[config.mk]
export PLATFORM = sky130hd
export DESIGN_NAME = daq_regif
export DESIGN_NICKNAME = d
export VERILOG_FILES = /design/src/rtl/daq_regif_pkg.sv /design/src/rtl/daq_win_decode.sv /design/src/rtl/daq_conv_ctrl.sv /design/src/rtl/daq_rd_mux.sv /design/src/rtl/daq_regif.sv
export SDC_FILE = /design/constraint.sdc
export NUM_CORES = 1
export LEC_CHECK = 0
export BUFFER_PORTS_ARGS = -buffer_cell sky130_fd_sc_hd__buf_2
export CAP_MARGIN = 10
export CORE_ASPECT_RATIO = 0.7
export CORE_MARGIN = 8
export CORE_UTILIZATION = 52
export DETAILED_ROUTE_END_ITERATION = 8
export PLACE_DENSITY = 0.86
export SYNTH_ARGS = -nofsm -noshare
export SYNTH_HDL_FRONTEND = slang
export SYNTH_HIERARCHICAL = 1
export SYNTH_SLANG_ARGS = --single-unit
[constraint.sdc]
create_clock -name clk -period 4.38 [get_ports clk]
set_input_delay 0.438 -clock clk [delete_from_list [all_inputs] [get_ports clk]]
set_output_delay 0.438 -clock clk [all_outputs]
set_load 0.005 [all_outputs]
[src/rtl/daq_regif_pkg.sv]
package daq_regif_pkg;
  localparam int WIN_W = 3;
  typedef enum logic [WIN_W-1:0] {
    OFF_LO   = 3'd0,
    OFF_HI   = 3'd1,
    OFF_STAT = 3'd2,
    OFF_GAIN = 3'd3,
    OFF_C0   = 3'd4,
    OFF_C1   = 3'd5,
    OFF_C2   = 3'd6,
    OFF_CCTL = 3'd7
  } reg_off_e;
endpackage

[src/rtl/daq_win_decode.sv]
module daq_win_decode
  import daq_regif_pkg::*;
#(
  parameter int AW = 10
) (
  input  logic [AW-1:0]       addr,
  input  logic [AW-WIN_W-1:0] base_sw,
  input  logic                rd,
  input  logic                wr,
  output logic                hit,
  output reg_off_e            off,
  output logic                rd_hit,
  output logic                start_lo,
  output logic                start_hi,
  output logic                ld_ctrl,
  output logic                ld_gain,
  output logic                ctr_wr,
  output logic                ctr_rd,
  output logic                ctr_ctrl_wr
);
  logic wr_hit;

  always_comb begin
    hit         = (addr[AW-1:WIN_W] == base_sw);
    off         = reg_off_e'(addr[WIN_W-1:0]);
    wr_hit      = wr & hit;
    rd_hit      = rd & hit;
    start_lo    = 1'b0;
    start_hi    = 1'b0;
    ld_ctrl     = 1'b0;
    ld_gain     = 1'b0;
    ctr_wr      = 1'b0;
    ctr_rd      = 1'b0;
    ctr_ctrl_wr = 1'b0;
    case (off)
      OFF_LO:   start_lo = wr_hit;
      OFF_HI:   start_hi = wr_hit;
      OFF_STAT: ld_ctrl  = wr_hit;
      OFF_GAIN: ld_gain  = wr_hit;
      OFF_C0, OFF_C1, OFF_C2: begin
        ctr_wr = wr_hit;
        ctr_rd = rd_hit;
      end
      OFF_CCTL: ctr_ctrl_wr = wr_hit;
      default: ;
    endcase
  end
endmodule

[src/rtl/daq_conv_ctrl.sv]
module daq_conv_ctrl #(
  parameter int RES_W    = 12,
  parameter int NARROW_W = 8,
  parameter int CHAN_W   = 4
) (
  input  logic              clk,
  input  logic              rst_n,
  input  logic              start_lo,
  input  logic              start_hi,
  input  logic              clr_err,
  input  logic [CHAN_W-1:0] chan_in,
  input  logic              res_valid,
  output logic              res_ready,
  input  logic [RES_W-1:0]  res_data,
  output logic              adc_start,
  output logic              adc_hi_res,
  output logic              busy,
  output logic              err,
  output logic [RES_W-1:0]  result,
  output logic [CHAN_W-1:0] chan
);
  localparam int DROP_W = RES_W - NARROW_W;

  logic start_any;
  logic take;

  assign start_any = start_lo | start_hi;
  assign res_ready = busy;
  assign take      = res_valid & busy;

  always_ff @(posedge clk or negedge rst_n) begin
    if (!rst_n) begin
      busy       <= 1'b0;
      err        <= 1'b0;
      adc_start  <= 1'b0;
      adc_hi_res <= 1'b0;
      result     <= '0;
      chan       <= '0;
    end else begin
      adc_start <= 1'b0;
      if (clr_err) err <= 1'b0;
      if (start_any) begin
        if (busy) begin
          err <= 1'b1;
        end else begin
          busy       <= 1'b1;
          adc_start  <= 1'b1;
          adc_hi_res <= start_hi;
          chan       <= chan_in;
        end
      end
      if (take) begin
        busy <= 1'b0;
        if (adc_hi_res) result <= res_data;
        else result <= {res_data[RES_W-1:DROP_W], {DROP_W{1'b0}}};
      end
    end
  end

  a_r6_err_on_busy_start: assert property (@(posedge clk) disable iff (!rst_n)
    (start_any && busy) |=> err);
  a_r6_err_sticky: assert property (@(posedge clk) disable iff (!rst_n)
    (err && !clr_err) |=> err);
  a_r6_no_pulse_when_busy: assert property (@(posedge clk) disable iff (!rst_n)
    (start_any && busy) |=> !adc_start);
  a_r4_single_pulse: assert property (@(posedge clk) disable iff (!rst_n)
    adc_start |=> !adc_start);
  a_r4_pulse_busy: assert property (@(posedge clk) disable iff (!rst_n)
    adc_start |-> busy);
  a_r5_take_clears: assert property (@(posedge clk) disable iff (!rst_n)
    (res_valid && res_ready) |=> !busy);
endmodule

[src/rtl/daq_rd_mux.sv]
module daq_rd_mux
  import daq_regif_pkg::*;
#(
  parameter int DW     = 8,
  parameter int RES_W  = 12,
  parameter int CHAN_W = 4
) (
  input  logic              rd_hit,
  input  reg_off_e          off,
  input  logic [RES_W-1:0]  result,
  input  logic [CHAN_W-1:0] chan,
  input  logic              busy,
  input  logic              err,
  input  logic [DW-5:0]     ctrl_lo,
  input  logic [DW-5:0]     gain,
  input  logic [DW-1:0]     ctr_rdata,
  output logic [DW-1:0]     rdata,
  output logic              oe
);
  localparam int LO_RES_W = RES_W - DW;

  always_comb begin
    rdata = '0;
    oe    = rd_hit;
    if (rd_hit) begin
      case (off)
        OFF_LO:   rdata = {result[LO_RES_W-1:0], chan};
        OFF_HI:   rdata = result[RES_W-1:LO_RES_W];
        OFF_STAT: rdata = {busy, err, 2'b00, ctrl_lo};
        OFF_GAIN: rdata = {busy, err, 2'b00, gain};
        OFF_C0, OFF_C1, OFF_C2: rdata = ctr_rdata;
        default:  rdata = '0;
      endcase
    end
  end
endmodule

[src/rtl/daq_regif.sv]
module daq_regif
  import daq_regif_pkg::*;
#(
  parameter int AW    = 10,
  parameter int DW    = 8,
  parameter int RES_W = 12
) (
  input  logic                clk,
  input  logic                rst_n,
  input  logic [AW-1:0]       bus_addr,
  input  logic [DW-1:0]       bus_wdata,
  input  logic                bus_rd,
  input  logic                bus_wr,
  output logic [DW-1:0]       bus_rdata,
  output logic                bus_oe,
  input  logic [AW-WIN_W-1:0] base_sw,
  output logic                adc_start,
  output logic                adc_hi_res,
  input  logic                res_valid,
  output logic                res_ready,
  input  logic [RES_W-1:0]    res_data,
  output logic [DW-1:0]       ctrl_q,
  output logic [DW-5:0]       gain_q,
  output logic [1:0]          ctr_sel,
  output logic                ctr_wr,
  output logic                ctr_rd,
  output logic                ctr_ctrl_wr,
  output logic [DW-1:0]       ctr_wdata,
  input  logic [DW-1:0]       ctr_rdata
);
  localparam int FIELD_W = DW - 4;
  localparam int CHAN_W  = 2 * DW - RES_W;

  logic              hit, rd_hit;
  reg_off_e          off;
  logic              start_lo, start_hi, ld_ctrl, ld_gain;
  logic              busy, err;
  logic [RES_W-1:0]  result;
  logic [CHAN_W-1:0] chan;

  daq_win_decode #(.AW(AW)) u_dec (
    .addr(bus_addr), .base_sw(base_sw), .rd(bus_rd), .wr(bus_wr),
    .hit(hit), .off(off), .rd_hit(rd_hit),
    .start_lo(start_lo), .start_hi(start_hi),
    .ld_ctrl(ld_ctrl), .ld_gain(ld_gain),
    .ctr_wr(ctr_wr), .ctr_rd(ctr_rd), .ctr_ctrl_wr(ctr_ctrl_wr)
  );

  daq_conv_ctrl #(.RES_W(RES_W), .NARROW_W(DW), .CHAN_W(CHAN_W)) u_conv (
    .clk(clk), .rst_n(rst_n),
    .start_lo(start_lo), .start_hi(start_hi), .clr_err(ld_ctrl),
    .chan_in(ctrl_q[CHAN_W-1:0]),
    .res_valid(res_valid), .res_ready(res_ready), .res_data(res_data),
    .adc_start(adc_start), .adc_hi_res(adc_hi_res),
    .busy(busy), .err(err), .result(result), .chan(chan)
  );

  daq_rd_mux #(.DW(DW), .RES_W(RES_W), .CHAN_W(CHAN_W)) u_mux (
    .rd_hit(rd_hit), .off(off), .result(result), .chan(chan),
    .busy(busy), .err(err), .ctrl_lo(ctrl_q[FIELD_W-1:0]), .gain(gain_q),
    .ctr_rdata(ctr_rdata), .rdata(bus_rdata), .oe(bus_oe)
  );

  always_ff @(posedge clk or negedge rst_n) begin
    if (!rst_n) begin
      ctrl_q <= '0;
      gain_q <= '0;
    end else begin
      if (ld_ctrl) ctrl_q <= bus_wdata;
      if (ld_gain) gain_q <= bus_wdata[FIELD_W-1:0];
    end
  end

  assign ctr_sel   = bus_addr[1:0];
  assign ctr_wdata = bus_wdata;

  a_r1_oe_in_window: assert property (@(posedge clk) disable iff (!rst_n)
    bus_oe |-> (bus_rd && bus_addr[AW-1:WIN_W] == base_sw));
  a_r1_no_strobe_outside: assert property (@(posedge clk) disable iff (!rst_n)
    (bus_addr[AW-1:WIN_W] != base_sw) |-> !(ctr_wr || ctr_rd || ctr_ctrl_wr));
  a_r8_one_write_target: assert property (@(posedge clk) disable iff (!rst_n)
    $onehot0({ctr_wr, ctr_ctrl_wr, ld_ctrl, ld_gain, start_lo, start_hi}));
  a_r7_gain_hold: assert property (@(posedge clk) disable iff (!rst_n)
    !ld_gain |=> $stable(gain_q));
  a_r7_ctrl_hold: assert property (@(posedge clk) disable iff (!rst_n)
    !ld_ctrl |=> $stable(ctrl_q));
endmodule

Word-level counts from Yosys, hierarchy flattened
Cells that the tools add are included.
{"block": "totals", "register_bits": 32, "latchBits": 0, "ram_bits": 0, "rom_bits": 0, "input_bits": 50, "output_inout_bits": 37, "mem_count": 0}
{"block": "classes", "addsub": 0, "mul": 0, "n_div": 0, "magnitude_cmp": 0, "eq_ne": 8, "shift": 0, "muxes": 17, "bitwise_logic": 5, "reduce_logical": 4}
{"cell": "$pmux W8 S5", "count": 1}
{"cell": "$mux W1", "count": 14}
{"cell": "$eq A3 B3 Y1 const B", "count": 4}
{"cell": "$mux W8", "count": 1}
{"cell": "$eq A7 B7 Y1", "count": 1}
{"cell": "$eq A3 B2 Y1 const B", "count": 2}
{"cell": "$mux W4", "count": 1}
{"cell": "$and A1 B1 Y1", "count": 3}
{"cell": "$eq A3 B1 Y1 const B", "count": 1}
{"cell": "$logic_not A3 Y1", "count": 1}
{"cell": "$reduce_or A3 Y1", "count": 1}
{"cell": "$reduce_and A2 Y1", "count": 1}
{"cell": "$reduce_bool A2 Y1", "count": 1}
{"cell": "$not A1 Y1", "count": 1}
{"cell": "$or A1 B1 Y1", "count": 1}

Longest topological paths before layout
{"block": "depth", "word_depth": 6, "mapped_depth": 6, "depth_no_buf": 6}

Hierarchy
Netlist, hierarchy kept.
{"module": "daq_conv_ctrl", "instances": 1, "cells_per_inst": 58, "area_each_um2": 805.8}
{"module": "daq_regif", "instances": 1, "cells_per_inst": 35, "area_each_um2": 551.8}
{"module": "daq_rd_mux", "instances": 1, "cells_per_inst": 74, "area_each_um2": 462.9}
{"module": "daq_win_decode", "instances": 1, "cells_per_inst": 28, "area_each_um2": 224.0}

Worst setup path before layout
No wires, ideal clock.
{"block": "synth_path", "kind": "input to output", "startpoint": "input base_sw[3]", "endpoint": "output bus_rdata[0]", "arrival_ns": 1.716, "slack_ns": 2.226, "cell_stages": 6, "n_path_buf": 0, "path_cell_list": "xnor2_1 nand4_4 nor3_1 inv_1 a31oi_2 o31a_1"}
{"block": "synth_via", "elab_chain_cells": 3}
{"item": "start: declaration", "line": "daq_regif.sv:16", "text": "input logic [AW-WIN_W-1:0] base_sw,"}
{"item": "$eq A7 B7 Y1", "line": "daq_win_decode.sv:24", "text": "hit = (addr[AW-1:WIN_W] == base_sw);"}
{"item": "$and A1 B1 Y1", "line": "daq_win_decode.sv:27", "text": "rd_hit = rd & hit;"}
{"item": "net rd_hit", "line": "daq_regif.sv:34", "text": "logic hit, rd_hit;"}
{"item": "$mux W8", "line": "daq_rd_mux.sv:25", "text": "if (rd_hit) begin"}
{"item": "end: declaration", "line": "daq_regif.sv:14", "text": "output logic [DW-1:0] bus_rdata,"}
The timed path passes the listed nets, and every way through them passes these cells.

Final worst setup path
{"block": "layout_path", "startpoint": "input base_sw[4]", "endpoint": "output bus_rdata[0]"}
{"block": "layout_via", "elab_chain_cells": 3}
{"item": "$eq A7 B7 Y1", "line": "daq_win_decode.sv:24"}
{"item": "$and A1 B1 Y1", "line": "daq_win_decode.sv:27"}
{"item": "$mux W8", "line": "daq_rd_mux.sv:25"}
No other way between the ends.

==> summary.txt <==
Detailed routing
  • Post-route DRC: 0
  • TritonRoute pass-1 iters: 4
  • First-iteration detailed-routing DRC count: 72
  • Post-route ant nets: 0
  • Vias: ~1700
  • Wirelength per Cell: around 16 um
  • Via-per-instance ratio: between 5 and 6
  • Routed wire length: just over 5 mm

Final layout
  • Area grow syn2layout: 19.3%
  • Antenna diode count: 0
  • Share of layout cells above drive strength 1: 47.3%
  • Fin nets: just over 300
  • Fillers: about 330
  • Final cell count without fillers: about 310

Clock network
  • Cts repair resizes: 0
  • CTS clk-pin slew, worst paths: roughly 60 ps
  • Num CTS Buffers: 5
  • CTS Buffer Depth: 2
  • Htree depth: 2
  • CTS Sinks: 32
  • TritonCTS clock tree: done
  • Post-CTS Setup Bufs: 0
  • Worst-Skew Late Latency: between 200 and 300 ps
  • Root buffer cell: clkbuf_8
  • Count of hold-fix buffers inserted at cts: 0

Timing
  • Max_slew headroom: a little over two fifths
  • Final critical-path required period: about 2700 ps
  • Slew @ Worst Pin: between 800 and 900 ps
  • Highest Clock Rate: ~0.37 GHz
  • Slew Viols, Final: 0
  • Setup Viol. Count Final: 0
  • Fin Setup TNS: 0 ps
  • RSZ-0062 raised after global routing: no
  • Final hold viol count: 0
  • Final worst path period share: 62.4%
  • Worst Skew: around 2.0 ps

Critical path
  • CP Launch Type: input pin
  • Kind of critical path: input pin to output pin
  • Crit-path max FO: 8
  • Crit. End Element: output pin
  • Data arrival, critical path: between 2000 and 2500 ps
  • Req. time, crit path: 3940 ps

GRT
  • GRT Util Overall: ~16%
  • Antenna violations before repair: 0
  • First-pass GRT wire length: about 8.0 mm
  • Overflow after GRT: 0
  • Largest net degree at the start of global routing: 35
  • Number of global-route vias before repair: about 1700

Placement
  • Port Buf Inserts: 86
  • GP Congestion: a little under 0.8
  • Cells after DPL: ~300
  • DP Wirelength: approximately 3.7 mm

Floorplan
  • # IOs: 87
  • Die Height: about 70 um
  • Initial Utilization: 53.0%
  • Die width: a little over 90 um
  • CORE AREA: between 3000 and 4000 um^2
  • Full die area: 6220 um^2
  • Row count: 19

Flow run
  • Max-capacitance violation count: 0

Synth
  • YS warnings: 6
  • Mapped cell area: ~2000 um^2
  • Avg Inst Size Synth: roughly 11 um^2
  • Synth Net Count: 244
  • Number of cells produced by synthesis: slightly below 200

Power
  • Max VDD drop: around 0.18 mV
  • Leakage: approximately 1.2 nW
  • P per Cell Area: about 320 nW/um^2

Min path
  • HP Class: input pin to async pin

Run status
  • Outcome: finished, final reports clean
flip-flops by register name (all words and copies together) (netlist names):
signal	flops
ctrl_q	8
gain_q	4
u_conv/adc_hi_res	1
u_conv/adc_start	1
u_conv/busy	1
u_conv/chan	4
u_conv/err	1
u_conv/result	12
worst paths after layout:
check,from,to,cells past startpoint,slack (ps)
setup / recovery,base_sw[4],bus_rdata[0],8,1650
hold / removal,rst_n,u_conv/result[9]$_DFFE_PN0P_,1,190
setup reg to reg,u_conv/busy$_DFFE_PN0P_,u_conv/chan[1]$_DFFE_PN0P_,2,2960
hold reg to reg,ctrl_q[4]$_DFFE_PN0P_,ctrl_q[4]$_DFFE_PN0P_,1,510
max in group asynchronous,rst_n,u_conv/adc_start$_DFF_PN0_,1,3740
min in group clk,res_data[9],u_conv/result[9]$_DFFE_PN0P_,2,380
where the power goes:
| part | switching (mW) | internal (mW) | leakage (nW) | total (mW) |
|---|---|---|---|---|
| Combinational | 0.0708 | 0.0937 | 0.739 | 0.165 |
| Sequential | 0.0338 | 0.353 | 0.423 | 0.387 |
| Clock | 0.100 | 0.128 | 0.0455 | 0.228 |
| Total | 0.205 | 0.575 | 1.21 | 0.779 |
stage by stage:
stage / setup slack [ps] / util (%) / cell area [um^2] / hold slack, ps / power (mW)
after floorplan: 2240 / - / 2040 / 142 / 0.506
after global placement: 1770 / 60.9 / 2340 / 478 / 0.548
after detailed placement: 1680 / 60.9 / 2340 / 494 / 0.556
after CTS: 1670 / 63.2 / 2430 / 208 / 0.787
after global routing: 1460 / 63.2 / 2430 / 245 / 0.824
final: 1650 / 63.2 / 2430 / 195 / 0.779
critical path: stages:
cell     delay, ps
buf_2          100
xnor2_1        240
nand4_4        200
nor3_1         490
inv_1          100
a31oi_2        390
o31a_1         210
buf_2          110
placed cells by master (no fill, tap or decap), types with 2 or more instances in the layout:
cell type  count
buf_2         86
dfrtp_1       32
clkbuf_8       6
inv_1         10
nor3_1         4
a21oi_1       20
nor4_1         2
mux2_2        11
nand2_1       12
o31a_1         6
xnor2_1        6
o21ai_0        6
or3b_1         6
mux2_4        13
o21a_1         2
clkbuf_1       2
nand3_1        6
nor4b_1        2
nand4_1        5
nand3b_1      12
nor4b_2        2
metal layers:
metal	wire [um]	vias up	share of wire, %	track usage, %
met5	0	-	0	0
met4	84	0	1.7	6.90
met3	484	9	9.6	7.78
met2	2240	74	44	24.9
met1	2230	804	44	19.6
li1	-	807	-	-
layout make-up:
cell class	instances	area (um^2)	share of cell area (%)
clock buffers	8	90.1	3.70
inverters	10	37.5	1.54
multi-input cells	125	1000	41.2
flip-flops and latches	32	801	32.9
well taps	52	65.1	2.67
repair buffers	87	438	18.0
Note: power is estimated with default switching activity, not from simulation.
